**src/rtl/an_arb_pkg.sv**
```systemverilog
package an_arb_pkg;
  typedef enum logic [2:0] {
    ST_OFF, ST_BYPASS, ST_TX_DIS, ST_ABIL, ST_ACK, ST_CACK, ST_GCHK, ST_GOOD
  } an_state_e;

  localparam logic [1:0] LC_DISABLE = 2'b00;
  localparam logic [1:0] LC_SCAN    = 2'b01;
  localparam logic [1:0] LC_ENABLE  = 2'b11;
endpackage

```
**src/rtl/an_arb_timer.sv**
```systemverilog
module an_arb_timer #(
  parameter int W = 8
) (
  input  logic         clk_i,
  input  logic         rst_ni,
  input  logic         load_i,
  input  logic [W-1:0] val_i,
  output logic         done_o
);
  logic [W-1:0] cnt_q;

  always_ff @(posedge clk_i or negedge rst_ni) begin
    if (!rst_ni)          cnt_q <= '0;
    else if (load_i)      cnt_q <= val_i;
    else if (cnt_q != '0) cnt_q <= cnt_q - 1'b1;
  end

  assign done_o = (cnt_q == '0);
endmodule

```
**src/rtl/an_arb_fsm.sv**
```systemverilog
module an_arb_fsm
  import an_arb_pkg::*;
#(
  parameter int NUM_PROT     = 4,
  parameter int BREAK_CYCLES = 1000,
  parameter int FAIL_CYCLES  = 5000
) (
  input  logic                clk_i,
  input  logic                rst_ni,
  input  logic                enable_i,
  input  logic                bypass_i,
  input  logic                restart_i,
  input  logic                ability_match_i,
  input  logic                ack_match_i,
  input  logic                xchg_done_i,
  input  logic [NUM_PROT-1:0] resolved_i,
  input  logic [NUM_PROT-1:0] pd_link_i,
  input  logic                rx_link_i,
  output an_state_e           state_o,
  output logic [NUM_PROT-1:0] sel_o,
  output logic                tx_dis_start_o,
  output logic                good_chk_start_o,
  output logic                pd_fault_o
);
  localparam int MAXC = (BREAK_CYCLES > FAIL_CYCLES) ? BREAK_CYCLES : FAIL_CYCLES;
  localparam int TW   = $clog2(MAXC + 1);

  an_state_e           state_q, state_d;
  logic [NUM_PROT-1:0] sel_q;
  logic                txp_q, gcp_q, pdf_q;
  logic                run, pd_multi, t_done, t_load;
  logic [TW-1:0]       t_val;

  assign run      = enable_i && !bypass_i && !restart_i;
  assign pd_multi = (state_q == ST_ABIL) && ($countones(pd_link_i) > 1);

  always_comb begin
    state_d = state_q;
    if (!enable_i)      state_d = ST_OFF;
    else if (bypass_i)  state_d = ST_BYPASS;
    else if (restart_i) state_d = ST_TX_DIS;
    else begin
      unique case (state_q)
        ST_OFF, ST_BYPASS: state_d = ST_TX_DIS;
        ST_TX_DIS: if (t_done) state_d = ST_ABIL;
        ST_ABIL: begin
          if (pd_multi)             state_d = ST_TX_DIS;
          else if (ability_match_i) state_d = ST_ACK;
        end
        ST_ACK:  if (ack_match_i) state_d = ST_CACK;
        ST_CACK: if (xchg_done_i) state_d = (resolved_i == '0) ? ST_TX_DIS : ST_GCHK;
        ST_GCHK: begin
          if (rx_link_i)   state_d = ST_GOOD;
          else if (t_done) state_d = ST_TX_DIS;
        end
        ST_GOOD: if (!rx_link_i) state_d = ST_TX_DIS;
        default: state_d = ST_OFF;
      endcase
    end
  end

  // reload on entry, and on a restart held inside transmit-disable
  assign t_load = (state_d != state_q) || (enable_i && !bypass_i && restart_i);
  assign t_val  = (state_d == ST_GCHK) ? TW'(FAIL_CYCLES - 1) : TW'(BREAK_CYCLES - 1);

  an_arb_timer #(.W(TW)) u_timer (
    .clk_i  (clk_i),
    .rst_ni (rst_ni),
    .load_i (t_load),
    .val_i  (t_val),
    .done_o (t_done)
  );

  always_ff @(posedge clk_i or negedge rst_ni) begin
    if (!rst_ni) begin
      state_q <= ST_OFF;
      sel_q   <= '0;
      txp_q   <= 1'b0;
      gcp_q   <= 1'b0;
      pdf_q   <= 1'b0;
    end else begin
      state_q <= state_d;
      txp_q   <= (state_d == ST_TX_DIS) && (state_q != ST_TX_DIS);
      gcp_q   <= (state_d == ST_GCHK) && (state_q != ST_GCHK);
      if (state_q == ST_CACK && state_d == ST_GCHK) sel_q <= resolved_i;
      if (!enable_i || restart_i)  pdf_q <= 1'b0;
      else if (run && pd_multi)    pdf_q <= 1'b1;
    end
  end

  assign state_o          = state_q;
  assign sel_o            = sel_q;
  assign tx_dis_start_o   = txp_q;
  assign good_chk_start_o = gcp_q;
  assign pd_fault_o       = pdf_q;
endmodule

```
**src/rtl/an_arb_lc.sv**
```systemverilog
module an_arb_lc
  import an_arb_pkg::*;
#(
  parameter int NUM_PROT = 4
) (
  input  an_state_e             state_i,
  input  logic [NUM_PROT-1:0]   sel_i,
  output logic [2*NUM_PROT-1:0] lc_o
);
  for (genvar k = 0; k < NUM_PROT; k++) begin : g_prot
    always_comb begin
      unique case (state_i)
        ST_ABIL, ST_ACK, ST_CACK: lc_o[2*k+1 -: 2] = LC_SCAN;
        ST_GCHK, ST_GOOD:         lc_o[2*k+1 -: 2] = sel_i[k] ? LC_ENABLE : LC_DISABLE;
        ST_BYPASS:                lc_o[2*k+1 -: 2] = LC_ENABLE;
        default:                  lc_o[2*k+1 -: 2] = LC_DISABLE;
      endcase
    end
  end
endmodule

```
**src/rtl/an_arb.sv**
```systemverilog
module an_arb
  import an_arb_pkg::*;
#(
  parameter int NUM_PROT     = 4,
  parameter int BREAK_CYCLES = 1000,
  parameter int FAIL_CYCLES  = 5000
) (
  input  logic                  clk_i,
  input  logic                  rst_ni,
  input  logic                  enable_i,
  input  logic                  bypass_i,
  input  logic                  restart_i,
  input  logic                  local_fault_i,
  input  logic                  ability_match_i,
  input  logic                  ack_match_i,
  input  logic                  xchg_done_i,
  input  logic [NUM_PROT-1:0]   resolved_i,
  input  logic [NUM_PROT-1:0]   pd_link_i,
  input  logic                  rx_link_i,
  output logic [2*NUM_PROT-1:0] link_ctrl_o,
  output logic                  tx_dis_start_o,
  output logic                  good_chk_start_o,
  output logic                  complete_o,
  output logic                  pd_fault_o,
  output logic                  rf_adv_o
);
  an_state_e           state;
  logic [NUM_PROT-1:0] sel;

  an_arb_fsm #(
    .NUM_PROT     (NUM_PROT),
    .BREAK_CYCLES (BREAK_CYCLES),
    .FAIL_CYCLES  (FAIL_CYCLES)
  ) u_fsm (
    .clk_i            (clk_i),
    .rst_ni           (rst_ni),
    .enable_i         (enable_i),
    .bypass_i         (bypass_i),
    .restart_i        (restart_i),
    .ability_match_i  (ability_match_i),
    .ack_match_i      (ack_match_i),
    .xchg_done_i      (xchg_done_i),
    .resolved_i       (resolved_i),
    .pd_link_i        (pd_link_i),
    .rx_link_i        (rx_link_i),
    .state_o          (state),
    .sel_o            (sel),
    .tx_dis_start_o   (tx_dis_start_o),
    .good_chk_start_o (good_chk_start_o),
    .pd_fault_o       (pd_fault_o)
  );

  an_arb_lc #(.NUM_PROT(NUM_PROT)) u_lc (
    .state_i (state),
    .sel_i   (sel),
    .lc_o    (link_ctrl_o)
  );

  assign complete_o = (state == ST_GOOD);
  assign rf_adv_o   = local_fault_i &&
                      (state == ST_ABIL || state == ST_ACK || state == ST_CACK);
endmodule

```
**config.mk**
```make
export PLATFORM = sky130hd
export DESIGN_NAME = an_arb
export DESIGN_NICKNAME = d
export VERILOG_FILES = /design/src/rtl/an_arb_pkg.sv /design/src/rtl/an_arb_timer.sv /design/src/rtl/an_arb_fsm.sv /design/src/rtl/an_arb_lc.sv /design/src/rtl/an_arb.sv
export SDC_FILE = /design/constraint.sdc
export NUM_CORES = 1
export LEC_CHECK = 0
export ABC_AREA = 1
export BUFFER_PORTS_ARGS = -buffer_cell sky130_fd_sc_hd__buf_2
export CORE_UTILIZATION = 55
export DETAILED_ROUTE_END_ITERATION = 8
export PLACE_DENSITY = 0.78
export SYNTH_ARGS = -nofsm -noshare
export SYNTH_HDL_FRONTEND = slang
export SYNTH_HIERARCHICAL = 1
export SYNTH_SLANG_ARGS = --single-unit
```
**constraint.sdc**
```tcl
create_clock -name clk_i -period 4.65 [get_ports clk_i]
set_clock_uncertainty 0.2 [all_clocks]
set_input_delay 0.93 -clock clk_i [delete_from_list [all_inputs] [get_ports clk_i]]
set_output_delay 0.93 -clock clk_i [all_outputs]
set_load 0.05 [all_outputs]
```
# Word level (Yosys, flattened, before mapping)

Cells that the tools add are included.

$add $sub $neg: 4
Multipliers: 0
Divide/modulo/power cells: 0
Order comparisons: 1
Equality and inequality tests: 12
Shifts and indexed selects: 0
Muxes and demuxes: 26
Bitwise operators: 0
Reductions and logical operators: 25

Operator list:

| kind                    | count |
|---|---|
| $mux W13                | 3 |
| $mux W3                 | 12 |
| $add A32 B32 Y32        | 1 |
| $gt A32 B2 Y1 const B   | 1 |
| $pmux W2 S3             | 4 |
| $pmux W3 S7             | 1 |
| $eq A3 B3 Y1 const B    | 5 |
| $logic_not A13 Y1       | 1 |
| $reduce_bool A13 Y1     | 1 |
| $sub A13 B1 Y13 const B | 1 |
| $eq A3 B2 Y1 const B    | 3 |
| $logic_and A1 B1 Y1     | 9 |
| $mux W2                 | 4 |
| $add A1 B1 Y2           | 2 |
| $logic_not A4 Y1        | 1 |
| $logic_or A1 B1 Y1      | 4 |
| $reduce_bool A2 Y1      | 2 |
| $reduce_or A2 Y1        | 2 |
| $eq A3 B1 Y1 const B    | 1 |
| $logic_not A1 Y1        | 3 |
| $logic_not A3 Y1        | 1 |
| $ne A3 B2 Y1 const B    | 1 |
| $ne A3 B3 Y1            | 1 |
| $ne A3 B3 Y1 const B    | 1 |
| other kinds (2)         | 3 |

Bits in registers: 23
Latch bits: 0
Bits in writable memories: 0
Memory bits (read-only): 0
Output and inout bits: 13
Word-level logic and storage cells: 74
Memories: 0

# Longest topological paths before layout

Gate-level depths: netlist (run 1).

Word-level depth: 12
Depth in mapped cells: 23
Gate-level depth less buffers: 22

# Cells and area by module

Netlist (run 1), hierarchy kept.

Modules (own cells, without submodules):

| module       | times used | cells an instance | area each (um2) |
|---|---|---|---|
| an_arb_timer | 1          | 135               | 910.9 |
| an_arb_fsm   | 1          | 104               | 768.2 |
| an_arb_lc    | 1          | 19                | 97.6 |
| an_arb       | 1          | 6                 | 26.3 |

# Worst setup path before layout (run 1)

No wires, ideal clock.

Path kind: in2reg
Start point: in pd_link_i[0]
End point: reg u_fsm.u_timer.cnt_q[0]
Library setup time: 0.117 ns
Arrival time: 2.703 ns
Data required time: 4.333 ns
Slack: 1.630 ns
Stages: 13
Path through: fa_1 > a21oi_1 > nand3_1 > nand2_2 > o21ai_4 > nand2_1 > nand2_2 > nand2_1 > nand3_1 > clkbuf_1 > o21ai_0 > nand2_1 > nand2_1

Word-level cells in the longest chain between the ends: 12
Elaborated cells on any way between the ends: 13
Classes of those cells: add/sub: 2; order compare: 1; eq/ne: 1; mux: 6; reduce/logical: 3

Ends and longest elaborated chain:

| what                                                  | RTL line           | source |
|---|---|---|
| from (decl)                                           | an_arb.sv:18       | `input logic [NUM_PROT-1:0] pd_link_i,` |
| $add A1 B1 Y2 (not written as such) *                 | an_arb_fsm.sv:35   | `assign pd_multi = (state_q == ST_ABIL) && ($countones(pd_link_i) > 1);` |
| $add A32 B32 Y32 (not written as such) *              | an_arb_fsm.sv:35   |  |
| $gt A32 B2 Y1 *                                       | an_arb_fsm.sv:35   |  |
| $logic_and A1 B1 Y1 *                                 | an_arb_fsm.sv:35   |  |
| $mux W3 *                                             | an_arb_fsm.sv:47   | `if (pd_multi) state_d = ST_TX_DIS;` |
| $pmux W3 S7 *                                         | an_arb_fsm.sv:43   | `unique case (state_q)` |
| $mux W3 *                                             | an_arb_fsm.sv:41   | `else if (restart_i) state_d = ST_TX_DIS;` |
| $mux W3 *                                             | an_arb_fsm.sv:40   | `else if (bypass_i) state_d = ST_BYPASS;` |
| $mux W3 *                                             | an_arb_fsm.sv:39   | `if (!enable_i) state_d = ST_OFF;` |
| $ne A3 B3 Y1 *                                        | an_arb_fsm.sv:63   | `assign t_load = (state_d != state_q) \|\| (enable_i && !bypass_i && restart_i);` |
| $logic_or A1 B1 Y1 *                                  | an_arb_fsm.sv:63   |  |
| named net u_fsm.t_load                                | an_arb_fsm.sv:31   | `logic run, pd_multi, t_done, t_load;` |
| $mux W13 / $reduce_bool A2 Y1 (equally long branches) | -                  |  |
| to (signal assigned)                                  | an_arb_timer.sv:14 | `else if (load_i) cnt_q <= val_i;` |
| to (signal assigned)                                  | an_arb_timer.sv:15 | `else if (cnt_q != '0) cnt_q <= cnt_q - 1'b1;` |
| to (decl)                                             | an_arb_timer.sv:10 | `logic [W-1:0] cnt_q;` |

Mark *: on every way through the listed nets, which the timed path passes. The rest lies on a longest branch.
A chain may end at the register's enable or synchronous reset.

# Worst setup path in the final report (run 1)

Start point: in pd_link_i[0]
End point: reg u_fsm.u_timer.cnt_q[1]

The elaborated chain is that of the path after synthesis.

==> results of run 1 <==
Yosys cell counts, types with 3 or more instances:
library cell / instances
sky130_fd_sc_hd__inv_1: 22
sky130_fd_sc_hd__xor2_1: 3
sky130_fd_sc_hd__nand2_1: 88
sky130_fd_sc_hd__nor2_1: 21
sky130_fd_sc_hd__a21oi_1: 5
sky130_fd_sc_hd__inv_2: 9
sky130_fd_sc_hd__nand4_1: 4
sky130_fd_sc_hd__o21ai_1: 4
sky130_fd_sc_hd__nand3b_1: 3
sky130_fd_sc_hd__nor2_2: 11
sky130_fd_sc_hd__dfrtp_1: 23
sky130_fd_sc_hd__nand3_1: 27
sky130_fd_sc_hd__nand2_2: 9
sky130_fd_sc_hd__o21ai_0: 8
area by class of cell:
type	instances	share of cell area [%]
multi-input cells	214	54.6
clock buffers	3	1.10
clock inverters	1	0.245
well taps	44	2.69
repair buffers	30	7.34
flip-flops and latches	23	28.1
inverters	32	5.87
placed cells by master, fill, tap and decap left out, drive strengths merged, types with 4 or more instances in the layout:
master,n
nand3b,4
nand2,98
nand3,29
dfrtp,23
buf,30
inv,31
nor3,4
nor2,35
a21oi,5
conb,10
nand4,7
o21ai,13
cells by family (layout without fill, tap and decap cells):
logic type,after synthesis,after routing,synth area share [%]
AOI/OAI and AO/OA,19,19,6.04
xor gates and xnor gates,3,3,1.46
adders and majority gates,3,3,2.50
buffers and inverters,35,66,7.77
DFF,23,23,31.9
other,2,10,0.417
and+or+nand+nor,179,179,49.9
through the flow:
stage	utilization, %	total power, W	cells	cell area [um^2]
2_1_floorplan	-	0.000363	272	1830
4_1_cts	66.5	0.000498	347	2050
3_3_place_gp	65.6	0.000400	343	2020
5_1_grt	66.5	0.000533	347	2050
6_report	66.5	0.000492	347	2050
3_5_place_dp	65.6	0.000403	343	2020
registers in the layout (all words and copies together), names as in the netlist:
register	cells
u_fsm/u_timer/cnt_q	13
u_fsm/sel_o	4
u_fsm/state_o	3
u_fsm/good_chk_start_o	1
u_fsm/pd_fault_o	1
u_fsm/tx_dis_start_o	1
layer usage:
layer  vias up  share of wire [%]  GRT usage [%]
met5         -                  0              0
met4         0                1.2           7.14
met3         6                2.7           2.62
met2        24                 50           44.5
met1       744                 46           28.8
li1        901                  -              -
worst max-delay path by stage:
stage	from	endpoint	slack, ns
3_5_place_dp	pd_link_i[0]	u_fsm/u_timer/cnt_q[1]	0.97
2_1_floorplan	pd_link_i[0]	u_fsm/u_timer/cnt_q[0]	1.63
4_1_cts	pd_link_i[0]	u_fsm/u_timer/cnt_q[1]	1.31
6_report	pd_link_i[0]	u_fsm/u_timer/cnt_q[1]	1.31
3_3_place_gp	pd_link_i[0]	u_fsm/u_timer/cnt_q[1]	1.09
5_1_grt	u_fsm/u_timer/cnt_q[0]	u_fsm/u_timer/cnt_q[0]	0.97
report_power, final:
part           switching [W]  leakage, nW  internal [W]
clock network      0.0000614       0.0177     0.0000321
registers          0.0000254        0.289      0.000219
logic               0.000104        0.860     0.0000500
worst reg2reg max path, stage by stage (launching register included):
cell and delay, ns:
sky130_fd_sc_hd__dfrtp_1 0.42, sky130_fd_sc_hd__inv_1 0.13, sky130_fd_sc_hd__ha_1 0.18, sky130_fd_sc_hd__nand3_1 0.08
sky130_fd_sc_hd__nor2_1 0.10, sky130_fd_sc_hd__nand3_1 0.07, sky130_fd_sc_hd__inv_1 0.15, sky130_fd_sc_hd__inv_1 0.08
sky130_fd_sc_hd__nand2_1 0.06, sky130_fd_sc_hd__nand2_1 0.06, sky130_fd_sc_hd__nand2_1 0.08, sky130_fd_sc_hd__nand3_2 0.09
sky130_fd_sc_hd__o21ai_4 0.16, sky130_fd_sc_hd__nand2_1 0.08, sky130_fd_sc_hd__nand2_2 0.09, sky130_fd_sc_hd__inv_2 0.04
sky130_fd_sc_hd__nand2_1 0.05, sky130_fd_sc_hd__nand3_1 0.35, sky130_fd_sc_hd__inv_1 0.40, sky130_fd_sc_hd__nand3_1 0.18
sky130_fd_sc_hd__nand2_1 0.10, sky130_fd_sc_hd__nand2_1 0.05
==> metrics.log, run 1 <==
[metrics] worst hold-check path type: reg2reg
[metrics] Hold Path Cell Cnt: 2
[metrics] area share of the leading cell type in the synthesized netlist: 31.9%
[metrics] via density per instance: 4.83
[metrics] number of iterations in the first detailed-routing pass: 4
[metrics] CP peak stage delay: 0.55 ns
[metrics] endpoint type of the worst setup path: register
[metrics] Worst Tran Pin Value: 0.517 ns
[metrics] cell types with the largest area share after synthesis: sky130_fd_sc_hd__dfrtp_1 (32%), sky130_fd_sc_hd__nand2_1 (18%), sky130_fd_sc_hd__nand3_1 (7.5%)
[metrics] number of routed nets with antenna violations: 0
[metrics] Num CTS Buffers: 3
[metrics] area growth from synthesis to layout: 13.5%
[metrics] Final Hold Slack: between 0.3 and 0.4 ns
[metrics] Reg2Reg Setup Slack: 1.35 ns
[metrics] highest ir drop seen on vdd: 0.117 mV
[metrics] data required time of the worst path: 4.66 ns
[metrics] # H-tree levels: 1
[metrics] TritonCTS clock tree: built
[metrics] initial DRC count: between 80 and 90
[metrics] number of diodes added for antenna fixing: 0
[metrics] total buffers and inverters traversed by the critical path: 2
[metrics] die extent in x: about 59 um
[metrics] placeable core region: 3080 um^2
[metrics] power per cell area: 240 nW/um^2
[metrics] Clk Tree Root Cell: sky130_fd_sc_hd__clkbuf_4
[metrics] setup slack of the critical path after layout: 1.31 ns
[metrics] buffer depth of the longest clock path: 2
[metrics] final setup fails: 0
[metrics] post-synthesis cell count: 264
[metrics] count of cells along the worst register-to-register path: 21
[metrics] count of final max-slew check failures: 0
[metrics] layout net count: around 330
[metrics] die height: 59.3 um
[metrics] gr usage total: 24.0%
[metrics] Worst path depth: 13
[metrics] Slew headroom: 65.5%
[metrics] post-route setup TNS: 0 ns
[metrics] Post-synth EDFFs: 0
[metrics] Std-Cell Rows: 20
[metrics] highest clock rate: 0.299 GHz
[metrics] Residual DRC: 0
[metrics] CTS Sinks: 23
[metrics] pre-CTS setup slack: approximately 0.97 ns
[metrics] synthesized flop and latch total: 23
[metrics] Critical Path Start Type: input port
[metrics] cell type contributing the most total cell area after synthesis: sky130_fd_sc_hd__dfrtp_1
[metrics] first-pass GRT wire length: roughly 6300 um
[metrics] Initial Util: 58.6%
[metrics] proportion of synthesized chip area in sequential cells: 31.9%
[metrics] mean cell area of the mapped netlist: 6.83 um^2
[metrics] Syn Std Cell Area: roughly 1800 um^2
[metrics] Final Hold Violating Endpoints: 0
[metrics] post-CTS repair timing setup buffer count: 0
[metrics] mean routed wirelength per cell: 10.8 um
[metrics] worst-path cell with the longest stage delay: sky130_fd_sc_hd__fa_1
[metrics] initial antenna violation count: 0
[metrics] max cap viols: 0
[metrics] async set-reset flop share out of synthesis: 100%
[metrics] Port Buffer Count: 30
[metrics] final-layout fill cell count: 285
[metrics] CTS-repair resized insts: 0
[metrics] total congestion overflow after global routing: 0
[metrics] maximum fanout encountered on the critical timing path: 14
[metrics] ratio of cells with drive above 1 in the final layout: 25.4%
[metrics] Crit Reg-Reg Startpoint: u_fsm/u_timer/cnt_q[0]
[metrics] startpoint of the tightest hold check path: u_fsm/sel_o[2]
[metrics] clock-pin slew reported for the worst setup and hold paths after clock tree synthesis: 0.13 ns
[metrics] Period Utilization, post-route: ~72%
[metrics] total of hold buffers inserted after clock tree synthesis: 0
[metrics] pin count of the biggest net entering global routing: 24
[metrics] largest delay contributor family on the critical path: simple AND/OR/NAND/NOR gates
[metrics] wirelength, routed: 3760 um
[metrics] arrival time at the worst endpoint: 3.36 ns
[metrics] RePlAce Congestion: 0.851
[metrics] kind of critical path: in2reg
[metrics] Die Footprint: 3510 um^2
[metrics] number of distinct standard cells referenced by the synthesized netlist: 34
[metrics] result of the run: finished, final reports clean
[metrics] Skew-Pair Late Insertion Delay: 0.31 ns
[metrics] setup repair after global routing missed its margin: no
[metrics] top flip-flop cell by instance count after synthesis: sky130_fd_sc_hd__dfrtp_1
[metrics] leakage component of the power: roughly 1.2 nW
[metrics] register cell area after layout: roughly 580 um^2
[metrics] critical path, cell by cell: buf_2 -> fa_1 -> a21oi_1 -> nand3_1 -> nand2_1 -> a22oi_1 -> o21ai_0 -> a21oi_1 -> nand3_1 -> inv_1 -> nand3_1 -> nand2_1 -> nand2_1
[metrics] via count of the first global-routing pass: 1,518
[metrics] shortest clock period the worst path allows after layout: 3.34 ns
[metrics] count of yosys warnings during synthesis: 6
[metrics] top-level port count: 31
[metrics] hold worst-path end: u_fsm/sel_o[2]
[metrics] end of the worst register-to-register path: u_fsm/u_timer/cnt_q[1]
[metrics] Detail Placement HPWL: 3040 um
[metrics] via count: 1,675
[metrics] area used by multi-input combinational logic: about 1100 um^2
No activity file was read; power rests on OpenSTA's default activity.
==> inputs of run 2 (changes only) <==
--- a/config.mk
+++ b/config.mk
@@ -5,11 +5,11 @@
 export SDC_FILE = /design/constraint.sdc
 export NUM_CORES = 1
 export LEC_CHECK = 0
-export ABC_AREA = 1
+export ABC_AREA = 0
 export BUFFER_PORTS_ARGS = -buffer_cell sky130_fd_sc_hd__buf_2
 export CORE_UTILIZATION = 55
 export DETAILED_ROUTE_END_ITERATION = 8
-export PLACE_DENSITY = 0.78
+export PLACE_DENSITY = 0.79
 export SYNTH_ARGS = -nofsm -noshare
 export SYNTH_HDL_FRONTEND = slang
 export SYNTH_HIERARCHICAL = 1
==> constraint.sdc (replaced) <==
create_clock -name clk_i -period 3.4 [get_ports clk_i]
set_clock_uncertainty 0.2 [all_clocks]
set_input_delay 0.68 -clock clk_i [delete_from_list [all_inputs] [get_ports clk_i]]
set_output_delay 0.68 -clock clk_i [all_outputs]
set_load 0.05 [all_outputs]
==> metrics.log, run 2 <==
[metrics] CTS-repair resized insts: 0
[metrics] area post-placement: 1820 um^2
[metrics] most common library cell in the layout ignoring fill and taps: sky130_fd_sc_hd__buf_2
[metrics] area of all placed cells without fillers: 1850 um^2
[metrics] most frequent cell on the critical path: sky130_fd_sc_hd__nand4b_1
[metrics] Initial Util: 58.7%
[metrics] initial antenna violation count: 0
[metrics] kind of critical path: reg2reg
[metrics] endpoint type of the worst setup path: register
[metrics] result of the run: finished with violations
[metrics] Syn Std Cell Area: 1650 um^2
[metrics] shortest clock period the worst path allows after layout: ~3.0 ns
[metrics] gr usage total: 24.7%
[metrics] Final Hold Violating Endpoints: 0
[metrics] Num CTS Buffers: 3
[metrics] synthesized flop and latch total: 23
[metrics] total buffers and inverters traversed by the critical path: 2
[metrics] Slew headroom: 47.8%
[metrics] arrival time at the worst endpoint: 3.01 ns
[metrics] Post-synth EDFFs: 0
[metrics] cell types with the largest area share after synthesis: sky130_fd_sc_hd__dfrtp_1 (35%), sky130_fd_sc_hd__xnor2_1 (4.3%), sky130_fd_sc_hd__nand2_1 (3.9%)
[metrics] final setup fails: 0
[metrics] area growth from synthesis to layout: 12.2%
[metrics] Clk Tree Root Cell: sky130_fd_sc_hd__clkbuf_4
[metrics] count of yosys warnings during synthesis: 6
[metrics] Worst Tran Pin Value: 0.783 ns
[metrics] layout net count: 223
[metrics] total congestion overflow after global routing: 0
[metrics] wirelength, routed: 3550 um
[metrics] via count of the first global-routing pass: about 1,300
[metrics] number of diodes added for antenna fixing: 0
[metrics] top-level port count: 31
[metrics] post-route setup TNS: 0 ns
[metrics] Std-Cell Rows: 19
[metrics] die height: 56.7 um
[metrics] first-pass GRT wire length: between 6000 and 7000 um
[metrics] pin count of the biggest net entering global routing: 25
[metrics] CP peak stage delay: 0.49 ns
[metrics] cell types with the highest counts after synthesis: sky130_fd_sc_hd__dfrtp_1 (23), sky130_fd_sc_hd__nand2_1 (17), sky130_fd_sc_hd__xnor2_1 (8), sky130_fd_sc_hd__o21ai_0 (7)
[metrics] power per cell area: 352 nW/um^2
[metrics] Reg2Reg Setup Slack: 0.38 ns
[metrics] highest ir drop seen on vdd: just under 0.3 mV
[metrics] RePlAce Congestion: 0.884
[metrics] max cap viols: 0
[metrics] Period Utilization, post-route: 88.8%
[metrics] worst-path cell with the longest stage delay: sky130_fd_sc_hd__nor4_1
[metrics] clock-pin slew reported for the worst setup and hold paths after clock tree synthesis: 0.13 ns
[metrics] leading cell type by number of instances after synthesis: sky130_fd_sc_hd__dfrtp_1
[metrics] count of final max-slew check failures: 0
[metrics] CTS Sinks: 23
[metrics] top flip-flop cell by instance count after synthesis: sky130_fd_sc_hd__dfrtp_1
[metrics] Skew-Pair Late Insertion Delay: 0.31 ns
[metrics] number of distinct standard cells referenced by the synthesized netlist: 58
[metrics] most frequent cells in the layout: sky130_fd_sc_hd__buf_2 (30), sky130_fd_sc_hd__dfrtp_1 (23), sky130_fd_sc_hd__nand2_1 (17), sky130_fd_sc_hd__conb_1 (10), sky130_fd_sc_hd__xnor2_1 (8)
[metrics] placeable core region: between 2000 and 3000 um^2
[metrics] cell type contributing the most total cell area after synthesis: sky130_fd_sc_hd__dfrtp_1
[metrics] Residual DRC: 6
[metrics] via density per instance: 5.98
[metrics] # H-tree levels: 1
[metrics] post-synthesis cell count: 165
[metrics] proportion of synthesized chip area in sequential cells: 35.0%
[metrics] number of routed nets with antenna violations: 0
[metrics] buffer depth of the longest clock path: 2
[metrics] die extent in x: 56.7 um
[metrics] initial DRC count: roughly 40
[metrics] ratio of cells with drive above 1 in the final layout: a little under a third
[metrics] critical path, cell by cell: nor4_1 -> nand4b_1 -> inv_2 -> o21ba_2 -> o22ai_1 -> a221oi_1 -> nand4b_1 -> buf_4 -> nor2_1 -> nand3_1 -> o311ai_0
[metrics] via count: 1,387
[metrics] mean cell area of the mapped netlist: approximately 10 um^2
[metrics] leakage component of the power: 0.860 nW
[metrics] Final Hold Slack: 0.0993 ns
[metrics] maximum fanout encountered on the critical timing path: 18
[metrics] area share of the leading cell type in the synthesized netlist: 35.0%
[metrics] highest clock rate: about 0.33 GHz
[metrics] TritonCTS clock tree: built
[metrics] violations in the final reports: DRC
[metrics] flip-flop count of the largest register, all copies and words added: 13
[metrics] Die Footprint: between 3000 and 4000 um^2
[metrics] largest delay contributor family on the critical path: simple AND/OR/NAND/NOR gates
[metrics] register with the most flip-flops: u_fsm/u_timer/cnt_q
[metrics] async set-reset flop share out of synthesis: 100%
[metrics] number of iterations in the first detailed-routing pass: 6
[metrics] data required time of the worst path: 3.39 ns
[metrics] Detail Placement HPWL: 2630 um
[metrics] total of hold buffers inserted after clock tree synthesis: 0
[metrics] Critical Path Start Type: register
[metrics] setup repair after global routing missed its margin: no
[metrics] Port Buffer Count: 30
[metrics] worst hold-check path type: in2async
[metrics] total power of the final layout: 0.000650 W
[metrics] post-CTS repair timing setup buffer count: 0
[metrics] mean routed wirelength per cell: 15.3 um
[run 2: changes by cell type in the layout (fill, tap and decap cells not counted), moves of 11 or more]
cell | previous run | this run
sky130_fd_sc_hd__inv_1 | 22 | 4
sky130_fd_sc_hd__nand2_1 | 88 | 17
sky130_fd_sc_hd__nand3_1 | 27 | 4
sky130_fd_sc_hd__nor2_1 | 21 | 6
sky130_fd_sc_hd__nor2_2 | 11 | 0
[run 2: worst paths after layout]
kind                                        start                 endpoint  depth (start not counted)
hold / removal                             rst_ni  u_fsm/u_timer/cnt_q[10]                          1
max in group asynchronous                  rst_ni         u_fsm/pd_fault_o                          1
min in group clk_i                 u_fsm/sel_o[3]           u_fsm/sel_o[3]                          1
hold reg to reg                    u_fsm/sel_o[3]           u_fsm/sel_o[3]                          1
setup reg to reg           u_fsm/u_timer/cnt_q[8]   u_fsm/u_timer/cnt_q[4]                         11
setup / recovery           u_fsm/u_timer/cnt_q[8]   u_fsm/u_timer/cnt_q[4]                         11
[run 2: metrics by stage]
step | worst slack (ns) | utilization [%] | cells
floorplan | 0.369 | - | 173
global placement | 0.380 | 64.9 | 228
detailed placement | 0.293 | 64.9 | 228
CTS | 0.376 | 65.9 | 232
global route | 0.165 | 65.9 | 232
finish | 0.381 | 65.9 | 232
[run 2: cells by family (layout without fill, tap and decap cells)]
kind of cell / after synthesis / in the layout / synth area share (%)
muxes: 6 / 6 / 4.03
xor gates and xnor gates: 11 / 11 / 5.85
DFF: 23 / 23 / 35.0
AOI/OAI and AO/OA: 38 / 38 / 17.8
and+or+nand+nor: 68 / 68 / 29.2
other: 2 / 10 / 0.456
buffers and inverters: 14 / 42 / 5.01
adders and majority gates: 3 / 3 / 2.74
[run 2: routing by layer]
layer	routed length (um)	global-route usage [%]	share of wire, %
met1	1710	35.2	48
met2	1690	38.4	48
met3	120	3.23	3.4
met4	31	8.21	0.87
met5	0	0	0
[run 2: power breakdown]
group | total, W | internal (W) | leakage [nW] | switching, W
clock | 0.000129 | 0.0000439 | 0.0177 | 0.0000850
combinational | 0.000176 | 0.0000754 | 0.550 | 0.000101
sequential | 0.000345 | 0.000302 | 0.292 | 0.0000430
total | 0.000650 | 0.000421 | 0.860 | 0.000229
[run 2: layout make-up]
type,instances,area [um^2]
multi-input cells,136,1020
fillers,245,957
flip-flops and latches,23,576
repair buffers,32,165
well taps,31,38.8
clock buffers,3,22.5
inverters,6,22.5
clock inverters,1,5.00
==> inputs of run 3 (changes only) <==
--- a/config.mk
+++ b/config.mk
@@ -7,10 +7,10 @@
 export LEC_CHECK = 0
 export ABC_AREA = 0
 export BUFFER_PORTS_ARGS = -buffer_cell sky130_fd_sc_hd__buf_2
-export CORE_UTILIZATION = 55
+export CORE_MARGIN = 2
+export CORE_UTILIZATION = 54
 export DETAILED_ROUTE_END_ITERATION = 8
 export PLACE_DENSITY = 0.79
 export SYNTH_ARGS = -nofsm -noshare
 export SYNTH_HDL_FRONTEND = slang
-export SYNTH_HIERARCHICAL = 1
 export SYNTH_SLANG_ARGS = --single-unit
==> metrics.log, run 3 <==
[metrics] cell type contributing the most total cell area after synthesis: sky130_fd_sc_hd__dfrtp_1
[metrics] number of diodes added for antenna fixing: 0
[metrics] Syn Std Cell Area: between 1000 and 1500 um^2
[metrics] Reg2Reg Setup Slack: around 0.50 ns
[metrics] Std-Cell Rows: 18
[metrics] kind of critical path: in2reg
[metrics] Critical Path Start Type: input port
[metrics] placeable core region: 2520 um^2
[metrics] TritonCTS clock tree: built
[metrics] data required time of the worst path: roughly 3.4 ns
[metrics] highest ir drop seen on vdd: 0.218 mV
[metrics] area post-placement: around 1600 um^2
[metrics] most common library cell in the layout ignoring fill and taps: sky130_fd_sc_hd__buf_2
[metrics] count of yosys warnings during synthesis: 0
[metrics] die height: about 56 um
[metrics] Initial Util: a little under 60%
[metrics] layer with the highest usage: met2
[metrics] maximum fanout encountered on the critical timing path: 6
[metrics] proportion of synthesized chip area in sequential cells: 39.5%
[metrics] leakage component of the power: 0.794 nW
[metrics] pin count of the biggest net entering global routing: 24
[metrics] most frequent cells in the layout: sky130_fd_sc_hd__buf_2 (30), sky130_fd_sc_hd__dfrtp_1 (23), sky130_fd_sc_hd__nor2_1 (21), sky130_fd_sc_hd__nand2_1 (15)
[metrics] net count after synthesis: 184
[metrics] leading cell type by number of instances after synthesis: sky130_fd_sc_hd__dfrtp_1
[metrics] initial DRC count: 53
[metrics] number of iterations in the first detailed-routing pass: 4
[metrics] Slew headroom: 65.1%
[metrics] Final Hold Violating Endpoints: 0
[metrics] end of the worst register-to-register path: u_fsm.sel_o[3]
[metrics] final-layout fill cell count: roughly 220
[metrics] total power of the final layout: 0.000510 W
[metrics] max cap viols: 0
[metrics] buffer depth of the longest clock path: 2
[metrics] highest clock rate: 0.330 GHz
[metrics] via density per instance: 5.97
[metrics] layout net count: 215
[metrics] Clk Tree Root Cell: sky130_fd_sc_hd__clkbuf_4
[metrics] count of final max-slew check failures: 0
[metrics] Post-synth EDFFs: 0
[metrics] Final Hold Slack: 0.108 ns
[metrics] top flip-flop cell by instance count after synthesis: sky130_fd_sc_hd__dfrtp_1
[metrics] flip-flop count of the largest register, all copies and words added: 13
[metrics] count of cells along the worst register-to-register path: 8
[metrics] initial antenna violation count: 0
[metrics] via count of the first global-routing pass: roughly 1,300
[metrics] area share of the leading cell type in the synthesized netlist: 39.5%
[metrics] post-CTS repair timing setup buffer count: 0
[metrics] clock-pin slew reported for the worst setup and hold paths after clock tree synthesis: roughly 0.13 ns
[metrics] RePlAce Congestion: 0.814
[metrics] async set-reset flop share out of synthesis: between 90% and 100%
[metrics] met1 usage in global routing: 30.0%
[metrics] CTS-repair resized insts: 0
[metrics] area growth from synthesis to layout: 14.4%
[metrics] Num CTS Buffers: 3
[metrics] gr usage total: 22.6%
[metrics] Crit Reg-Reg Startpoint: u_fsm.u_timer.cnt_q[0]
[metrics] result of the run: finished, final reports clean
[metrics] number of distinct standard cells referenced by the synthesized netlist: 46
[metrics] post-synthesis cell count: 162
[metrics] shortest clock period the worst path allows after layout: 3.03 ns
[metrics] met3 global-route usage: 3.72%
[metrics] Port Buffer Count: 30
[metrics] mean cell area of the mapped netlist: between 9 and 10 um^2
[metrics] wirelength, routed: 3260 um
[metrics] Skew-Pair Late Insertion Delay: 0.31 ns
[metrics] post-route setup TNS: 0 ns
[metrics] power per cell area: 305 nW/um^2
[metrics] mean routed wirelength per cell: 14.7 um
[metrics] total congestion overflow after global routing: 0
[metrics] cell types with the largest area share after synthesis: sky130_fd_sc_hd__dfrtp_1 (39%), sky130_fd_sc_hd__nor2_1 (5.4%), sky130_fd_sc_hd__nand2_1 (3.9%)
[metrics] Worst Tran Pin Value: about 0.52 ns
[metrics] Die Footprint: 3130 um^2
[metrics] register with the most flip-flops: u_fsm.u_timer.cnt_q
[metrics] # H-tree levels: 1
[metrics] arrival time at the worst endpoint: 3.04 ns
[metrics] number of routed nets with antenna violations: 0
[metrics] top-level port count: 31
[metrics] final setup fails: 0
[metrics] Detail Placement HPWL: 2480 um
[metrics] Residual DRC: 0
[metrics] Period Utilization, post-route: 89.1%
[metrics] GR Util met2: 37.5%
[metrics] worst hold-check path type: in2async
[metrics] first-pass GRT wire length: 5750 um
[metrics] cell types with the highest counts after synthesis: sky130_fd_sc_hd__dfrtp_1 (23), sky130_fd_sc_hd__nor2_1 (21), sky130_fd_sc_hd__nand2_1 (15), sky130_fd_sc_hd__inv_1 (8), sky130_fd_sc_hd__nor3_1 (8)
[metrics] area of all placed cells without fillers: 1670 um^2
[metrics] CTS Sinks: 23
[metrics] ratio of cells with drive above 1 in the final layout: 22.9%
[metrics] die extent in x: ~56 um
[metrics] via count: 1,325
[metrics] endpoint type of the worst setup path: register
[metrics] synthesized flop and latch total: 23
[metrics] setup repair after global routing missed its margin: no
[metrics] total of hold buffers inserted after clock tree synthesis: 0
run 3: changes by cell type after synthesis, moves of 5 or more:
cell / change
sky130_fd_sc_hd__xnor2_1: -5
sky130_fd_sc_hd__nor2_1: +15
sky130_fd_sc_hd__mux2_2: -5
sky130_fd_sc_hd__or3_1: -5
sky130_fd_sc_hd__nor3b_1: -5
sky130_fd_sc_hd__nor3_1: +7
sky130_fd_sc_hd__o21ai_0: -6
run 3: worst max-delay path by stage:
stage	start	depth (start not counted)	slack (ns)	end
after floorplan	pd_link_i[2]	8	0.24	u_fsm.sel_o[0]
after CTS	pd_link_i[0]	9	0.39	u_fsm.sel_o[3]
after global routing	pd_link_i[0]	9	0.29	u_fsm.sel_o[1]
after global placement	pd_link_i[2]	9	0.10	u_fsm.sel_o[0]
final	pd_link_i[0]	9	0.37	u_fsm.sel_o[3]
after detailed placement	pd_link_i[0]	9	0.07	u_fsm.sel_o[3]
run 3: power breakdown:
part | internal [W] | leakage, nW | switching (W)
combinational | 0.0000335 | 0.498 | 0.0000632
clock | 0.0000440 | 0.0177 | 0.0000830
sequential | 0.000278 | 0.279 | 0.00000765
run 3: metal layers:
| layer | up-vias | routed length (um) |
|---|---|---|
| met1 | 635 | 1490 |
| met5 | - | 0 |
| met4 | 0 | 38 |
| met3 | 5 | 192 |
| li1 | 640 | - |
| met2 | 45 | 1550 |
run 3: stage by stage:
stage	utilization [%]	setup WS, ns	cells
floorplan	-	0.245	162
global placement	65.1	0.101	218
global route	66.2	0.291	222
detailed placement	65.1	0.0686	218
CTS	66.2	0.386	222
finish	66.2	0.372	222
run 3: final cells by class:
cell class / count / area (um^2) / share of cell area, %
Timing Repair Buffer: 33 / 173 / 10.3
Sequential cell: 23 / 576 / 34.5
Tap cell: 30 / 37.5 / 2.25
Inverter: 8 / 30.0 / 1.80
Multi-Input combinational cell: 124 / 826 / 49.5
Clock inverter: 1 / 5.00 / 0.300
Clock buffer: 3 / 22.5 / 1.35
run 3: logic make-up after synthesis:
kind of cell,share of synthesized area [%]
xor gates and xnor gates,4.80
and+or+nand+nor,26.7
DFF,39.5
adders and majority gates,3.95
buffers and inverters,3.94
AOI/OAI and AO/OA,16.7
muxes,4.46
run 3: critical path, stage by stage:
cell and delay [ns]:
sky130_fd_sc_hd__buf_2 0.10, sky130_fd_sc_hd__ha_1 0.26, sky130_fd_sc_hd__nand2_1 0.06, sky130_fd_sc_hd__fa_1 0.52, sky130_fd_sc_hd__nand3_1 0.10, sky130_fd_sc_hd__or2_2 0.31
sky130_fd_sc_hd__a2111oi_4 0.36, sky130_fd_sc_hd__o2111a_4 0.31, sky130_fd_sc_hd__mux2_1 0.33
